[src/rtl/excret_pkg.sv]
package excret_pkg;
    localparam int OP_W     = 4;
    localparam int OPB_DI   = 0;
    localparam int OPB_EI   = 1;
    localparam int OPB_ERET = 2;
    localparam int OPB_DRET = 3;

    localparam int ST_IE  = 0;
    localparam int ST_EXL = 1;
    localparam int ST_ERL = 2;

    typedef enum logic [2:0] {
        K_NONE = 3'd0,
        K_DI   = 3'd1,
        K_EI   = 3'd2,
        K_ERET = 3'd3,
        K_DRET = 3'd4,
        K_RSVD = 3'd5
    } kind_e;
endpackage

[src/rtl/excret_decode.sv]
module excret_decode
    import excret_pkg::*;
(
    input  logic [OP_W-1:0] op_i,
    input  logic            dbg_mode_i,
    output kind_e           kind_o
);
    logic [2:0] nbits;

    always_comb begin
        nbits = 3'($countones(op_i));
        kind_o = K_NONE;
        if (nbits > 3'd1) begin
            kind_o = K_RSVD;
        end else if (op_i[OPB_DI]) begin
            kind_o = K_DI;
        end else if (op_i[OPB_EI]) begin
            kind_o = K_EI;
        end else if (op_i[OPB_ERET]) begin
            kind_o = K_ERET;
        end else if (op_i[OPB_DRET]) begin
            kind_o = dbg_mode_i ? K_DRET : K_RSVD;
        end
    end
endmodule

[src/rtl/excret_status_upd.sv]
module excret_status_upd
    import excret_pkg::*;
#(
    parameter int SW = 32
) (
    input  kind_e         kind_i,
    input  logic [SW-1:0] status_i,
    output logic [SW-1:0] status_nxt_o,
    output logic          wr_o
);
    logic erl_set;
    assign erl_set = status_i[ST_ERL];
    assign wr_o = (kind_i == K_DI) || (kind_i == K_EI) || (kind_i == K_ERET);

    for (genvar b = 0; b < SW; b++) begin : g_bit
        if (b == ST_IE) begin : g_ie
            assign status_nxt_o[b] = (kind_i == K_EI) ? 1'b1 :
                                     (kind_i == K_DI) ? 1'b0 : status_i[b];
        end else if (b == ST_EXL) begin : g_exl
            assign status_nxt_o[b] = (kind_i == K_ERET && !erl_set) ? 1'b0 : status_i[b];
        end else if (b == ST_ERL) begin : g_erl
            assign status_nxt_o[b] = (kind_i == K_ERET && erl_set) ? 1'b0 : status_i[b];
        end else begin : g_pass
            assign status_nxt_o[b] = status_i[b];
        end
    end
endmodule

[src/rtl/excret_target_sel.sv]
module excret_target_sel
    import excret_pkg::*;
#(
    parameter int AW = 32
) (
    input  kind_e         kind_i,
    input  logic          erl_i,
    input  logic [AW-1:0] epc_i,
    input  logic [AW-1:0] err_epc_i,
    input  logic [AW-1:0] dbg_epc_i,
    output logic [AW-1:0] target_o,
    output logic          take_o
);
    always_comb begin
        target_o = '0;
        take_o   = 1'b0;
        unique case (kind_i)
            K_ERET: begin
                take_o   = 1'b1;
                target_o = erl_i ? err_epc_i : epc_i;
            end
            K_DRET: begin
                take_o   = 1'b1;
                target_o = dbg_epc_i;
            end
            default: ;
        endcase
    end
endmodule

[src/rtl/excret_unit.sv]
module excret_unit
    import excret_pkg::*;
#(
    parameter int SW = 32,
    parameter int AW = 32
) (
    input  logic            clk,
    input  logic            rst_n,
    input  logic [OP_W-1:0] op_i,
    input  logic [SW-1:0]   status_i,
    input  logic [AW-1:0]   epc_i,
    input  logic [AW-1:0]   err_epc_i,
    input  logic [AW-1:0]   dbg_epc_i,
    input  logic            dbg_mode_i,
    output logic [SW-1:0]   status_o,
    output logic            status_wr_o,
    output logic [SW-1:0]   old_status_o,
    output logic [AW-1:0]   pc_o,
    output logic            redirect_o,
    output logic            ll_clr_o,
    output logic            dbg_exit_o,
    output logic            restart_o,
    output logic            rsvd_o
);
    typedef struct packed {
        logic [SW-1:0] status;
        logic [SW-1:0] old_status;
        logic [AW-1:0] pc;
        logic          status_wr;
        logic          redirect;
        logic          ll_clr;
        logic          dbg_exit;
        logic          restart;
        logic          rsvd;
    } state_t;

    state_t        st_d, st_q;
    kind_e         kind;
    logic [SW-1:0] status_nxt;
    logic          status_wr;
    logic [AW-1:0] target;
    logic          take;

    excret_decode u_dec (
        .op_i       (op_i),
        .dbg_mode_i (dbg_mode_i),
        .kind_o     (kind)
    );

    excret_status_upd #(.SW(SW)) u_st (
        .kind_i       (kind),
        .status_i     (status_i),
        .status_nxt_o (status_nxt),
        .wr_o         (status_wr)
    );

    excret_target_sel #(.AW(AW)) u_tgt (
        .kind_i    (kind),
        .erl_i     (status_i[ST_ERL]),
        .epc_i     (epc_i),
        .err_epc_i (err_epc_i),
        .dbg_epc_i (dbg_epc_i),
        .target_o  (target),
        .take_o    (take)
    );

    always_comb begin
        st_d           = st_q;
        st_d.status_wr = 1'b0;
        st_d.redirect  = 1'b0;
        st_d.ll_clr    = 1'b0;
        st_d.dbg_exit  = 1'b0;
        st_d.restart   = 1'b0;
        st_d.rsvd      = (kind == K_RSVD);
        if (status_wr) begin
            st_d.status    = status_nxt;
            st_d.status_wr = 1'b1;
        end
        if (kind == K_DI || kind == K_EI) begin
            st_d.old_status = status_i;
        end
        if (take) begin
            st_d.pc       = target;
            st_d.redirect = 1'b1;
            st_d.ll_clr   = 1'b1;
        end
        st_d.dbg_exit = (kind == K_DRET);
        st_d.restart  = (kind == K_DI) || (kind == K_EI) ||
                        (kind == K_ERET) || (kind == K_DRET);
    end

    always_ff @(posedge clk) begin
        if (!rst_n) st_q <= '0;
        else        st_q <= st_d;
    end

    assign status_o     = st_q.status;
    assign status_wr_o  = st_q.status_wr;
    assign old_status_o = st_q.old_status;
    assign pc_o         = st_q.pc;
    assign redirect_o   = st_q.redirect;
    assign ll_clr_o     = st_q.ll_clr;
    assign dbg_exit_o   = st_q.dbg_exit;
    assign restart_o    = st_q.restart;
    assign rsvd_o       = st_q.rsvd;

    // Checks: history flag so $past never reaches before reset release
    logic past_ok_q;
    always_ff @(posedge clk) begin
        if (!rst_n) past_ok_q <= 1'b0;
        else        past_ok_q <= 1'b1;
    end

    p_di_ie_low_r2: assert property (@(posedge clk) disable iff (!rst_n)
        past_ok_q && $past(op_i) == 4'b0001 |-> status_wr_o && !status_o[ST_IE]
            && old_status_o == $past(status_i));

    p_ei_ie_high_r3: assert property (@(posedge clk) disable iff (!rst_n)
        past_ok_q && $past(op_i) == 4'b0010 |-> status_wr_o && status_o[ST_IE]);

    p_eret_err_r4: assert property (@(posedge clk) disable iff (!rst_n)
        past_ok_q && $past(op_i) == 4'b0100 && $past(status_i[ST_ERL])
            |-> pc_o == $past(err_epc_i) && !status_o[ST_ERL]);

    p_eret_exc_r5: assert property (@(posedge clk) disable iff (!rst_n)
        past_ok_q && $past(op_i) == 4'b0100 && !$past(status_i[ST_ERL])
            |-> pc_o == $past(epc_i) && !status_o[ST_EXL]);

    p_ll_with_redirect_r7: assert property (@(posedge clk) disable iff (!rst_n)
        ll_clr_o == redirect_o);

    p_redirect_src_r8: assert property (@(posedge clk) disable iff (!rst_n)
        redirect_o |-> restart_o && !status_wr_o == dbg_exit_o);

    p_rsvd_quiet_r9: assert property (@(posedge clk) disable iff (!rst_n)
        rsvd_o |-> !status_wr_o && !redirect_o && !restart_o && !dbg_exit_o
            && $stable(pc_o) && $stable(status_o));

    p_idle_quiet_r11: assert property (@(posedge clk) disable iff (!rst_n)
        past_ok_q && $past(op_i) == 4'b0000 |-> !restart_o && !rsvd_o && $stable(pc_o));
endmodule

[config.mk]
export PLATFORM = sky130hd
export DESIGN_NAME = excret_unit
export DESIGN_NICKNAME = d
export VERILOG_FILES = /design/src/rtl/excret_pkg.sv /design/src/rtl/excret_decode.sv /design/src/rtl/excret_status_upd.sv /design/src/rtl/excret_target_sel.sv /design/src/rtl/excret_unit.sv
export SDC_FILE = /design/constraint.sdc
export NUM_CORES = 1
export LEC_CHECK = 0
export CAP_MARGIN = 20
export CORE_ASPECT_RATIO = 1.4
export CORE_MARGIN = 3
export CORE_UTILIZATION = 38
export DETAILED_ROUTE_END_ITERATION = 8
export GPL_ROUTABILITY_DRIVEN = 0
export PLACE_DENSITY = 0.79
export SYNTH_ARGS = -nofsm -noshare
export SYNTH_HDL_FRONTEND = slang
export SYNTH_SLANG_ARGS = --single-unit
[constraint.sdc]
create_clock -name clk -period 3.35 [get_ports clk]
set_input_delay 0.5025 -clock clk [delete_from_list [all_inputs] [get_ports clk]]
set_output_delay 0.5025 -clock clk [all_outputs]
set_load 0.02 [all_outputs]
==> summary.md <==
| Metric | Value |
|---|---|
| Die X | `94.2 microns` |
| Critical Path AT | `approximately 3.2 ns` |
| Cell variety after synth | `34` |
| I/O Buffers | `236` |
| Fin Hold WS | `0.456 ns` |
| Fin nets | `788` |
| CP required | `3.62 ns` |
| CTS tree | `yes` |
| Synth Net Count | `566` |
| Drt pass-1 iters | `4` |
| Register area share after synthesis | `~50%` |
| VDD IR max | `0.000408 V` |
| CTS max path bufs | `2` |
| Crit path kind | `in -> reg` |
| Synth warn | `0` |
| Via count | `4,004` |
| Hold Crit Class | `reg -> reg` |
| Hold buffers post-CTS | `0` |
| Grt ovf | `0` |
| F_max | `0.345 GHz` |
| # Post-CTS Setup Buffers | `0` |
| Final ANT Viol Nets | `0` |
| Cts repair resizes | `0` |
| Initial core utilization | `about two fifths` |
| H-tree depth | `3` |
| Final core area utilization | `65.9%` |
| Clk_skew | `0 ns` |
| Crit path max-delay family | `simple AND/OR/NAND/NOR gates` |
| Vias in the first global route | `4,004` |
| Avg Cell Area, Syn | `between 9 and 10 sq um` |
| RSZ-0062 raised after global routing | `false` |
| Root buffer cell | `clkbuf_16` |
| Crit path cell chain | `clkdlybuf4s50_1 -> inv_1 -> ha_1 -> nor2b_1 -> fa_1 -> nor4_4 -> nand2_2 -> nor3_4 -> buf_12 -> a221o_1` |
| DRC | `0` |
| TNS Setup | `0 ns` |
| Layout cell share with drive strength beyond 1 | `under 10%` |
| Top routing layer used | `met5` |
| P&R area growth vs syn | `67.6%` |
| PD cells | `479 mW/mm^2` |
| Slew headroom | `46.5%` |
| Most common cell after layout, fill and taps aside | `clkdlybuf4s50_1` |
| Met2 wire length | `6440 microns` |
| First-pass GRT wire length | `20,600 microns` |
| Commonest non-fill, non-tap cells in the layout | `clkdlybuf4s50_1, dfxtp_1, nand2_1` |
| Largest net degree at the start of global routing | `72` |
| # setup viols final | `0` |
| Ant. Diodes | `0` |
| WL final | `13,600 microns` |
| Mapped Area | `0.00414 sq mm` |
| Non-Filler Instances | `792` |
| Crit path time final | `2.90 ns` |
| Final worst path period share | `86.5%` |
| Max incr delay on CP | `0.49 ns` |
| Die ar. | `between 0.01 and 0.015 sq mm` |
| Final Max Tran Viols | `0` |
| Buf/Inv on CP | `3` |
| Num CTS Buffers | `9` |
| Worst-Margin Slew | `between 0.8 and 0.9 ns` |
| Total power | `around 0.0033 W` |
| Global-route usage over all layers | `between 20% and 30%` |
| Max cap viols | `0` |
| Critical Path Fanout Max | `33` |
| Via density | `a little over 5` |
| Met1 Wirelength | `around 5200 microns` |
| Hpwl dp | `between 10,000 and 15,000 microns` |
| Core area | `0.0105 sq mm` |
| Overall die height | `129 microns` |
| WL/cell | `17.2 microns` |
| DP Cell Count | `776` |
| Slowest CP cell | `fa_1` |
| Initial DRC count | `between 100 and 150` |
| Fin. Hold Viols | `0` |
| Boundary Pins | `237` |
| Flops & latches, synth | `between 100 and 150` |
| Site Rows | `44` |
| Antenna violations before repair | `1` |
| Clock Latency Late Sink | `0.33 ns` |
| Clock sinks | `101` |
| Post-Synthesis Cells | `427` |
| Critical Path Start Type | `input pin` |
| Clock slew at reported path FFs | `0.07 ns` |
| Outcome | `finished, final reports clean` |
| Routed length on met3 | `1820 microns` |
| Leak | `between 2 and 3 nW` |
| CP Capture Type | `flip-flop` |
[state kept, by name, summed over array words and instances (netlist names)]
signal / cells
old_status_o: 32
status_o: 32
redirect_o: 1
pc_o: 32
status_wr_o: 1
rsvd_o: 1
dbg_exit_o: 1
restart_o: 1
[logic make-up (layout without fill, tap and decap cells)]
group,count (synthesis),count (layout),synth area share (%)
AOI/OAI and AO/OA,74,74,13.5
xor gates and xnor gates,1,1,0.212
adders and majority gates,4,4,1.39
buffers and inverters,37,264,4.84
DFF,101,101,48.9
muxes,62,62,15.0
and+or+nand+nor,148,148,16.1
[layout make-up]
| cell class | count | area [sq um] |
|---|---|---|
| fillers | 828 | 3590 |
| repair buffers | 246 | 2490 |
| flip-flops and latches | 101 | 2020 |
| multi-input cells | 289 | 1930 |
| clock buffers | 10 | 239 |
| well taps | 138 | 173 |
| clock inverters | 6 | 70.1 |
| inverters | 2 | 7.51 |
[synth_stat cells]
| cell type | count | area share (%) |
|---|---|---|
| fa_1 | 1 | 0.48 |
| nand2_1 | 66 | 6.0 |
| clkbuf_1 | 15 | 1.4 |
| a21o_1 | 1 | 0.18 |
| xnor2_1 | 1 | 0.21 |
| a21oi_1 | 1 | 0.12 |
| o31ai_4 | 1 | 0.51 |
| and2b_1 | 1 | 0.18 |
| nand3b_1 | 1 | 0.18 |
| nand3_1 | 32 | 3.9 |
| ha_1 | 3 | 0.91 |
| or2_2 | 1 | 0.15 |
| a221o_1 | 32 | 7.7 |
| nor3_4 | 1 | 0.39 |
| nand2b_1 | 2 | 0.30 |
| buf_6 | 3 | 0.82 |
| a21boi_1 | 1 | 0.18 |
| nor2b_1 | 2 | 0.30 |
| o21ai_0 | 32 | 3.9 |
| o21ai_1 | 2 | 0.24 |
| nor4b_2 | 1 | 0.36 |
| o22ai_1 | 1 | 0.15 |
| and2_1 | 1 | 0.15 |
| dfxtp_1 | 101 | 49 |
| nand2_2 | 1 | 0.15 |
| inv_1 | 2 | 0.18 |
| nor4_4 | 1 | 0.51 |
| nand4_1 | 2 | 0.30 |
| nor2_1 | 36 | 3.3 |
| a21boi_0 | 2 | 0.36 |
| a31oi_1 | 1 | 0.15 |
| mux2i_1 | 62 | 15 |
| buf_2 | 10 | 1.2 |
| buf_4 | 7 | 1.3 |
[power breakdown]
group,switching [W],internal (W)
logic,0.000420,0.000457
clock network,0.000465,0.000607
registers,0.0000593,0.00131
[routing by layer]
layer	vias up	GRT usage (%)
li1	1951	-
met1	1839	24.3
met2	196	36.1
met3	16	10.9
met4	2	6.38
met5	-	0
[final timing paths]
| path | slack [ns] | start | cells past startpoint | end |
|---|---|---|---|---|
| worst min register to register | 0.46 | status_o[10] | 2 | status_o[10] |
| worst max-delay path | 0.45 | op_i[2] | 10 | pc_o[4] |
| worst min-delay path | 0.46 | status_o[10] | 2 | status_o[10] |
| worst max register to register | 2.58 | pc_o[2] | 1 | pc_o[2] |
[per-stage QoR]
step / area [sq um] / setup WS, ns
2_1_floorplan: 4140 / 0.821
5_1_grt: 6930 / 0.310
4_1_cts: 6930 / 0.470
3_5_place_dp: 6620 / 0.113
3_3_place_gp: 6620 / 0.223
6_report: 6930 / 0.453
Power figures use the tool's default switching activity.
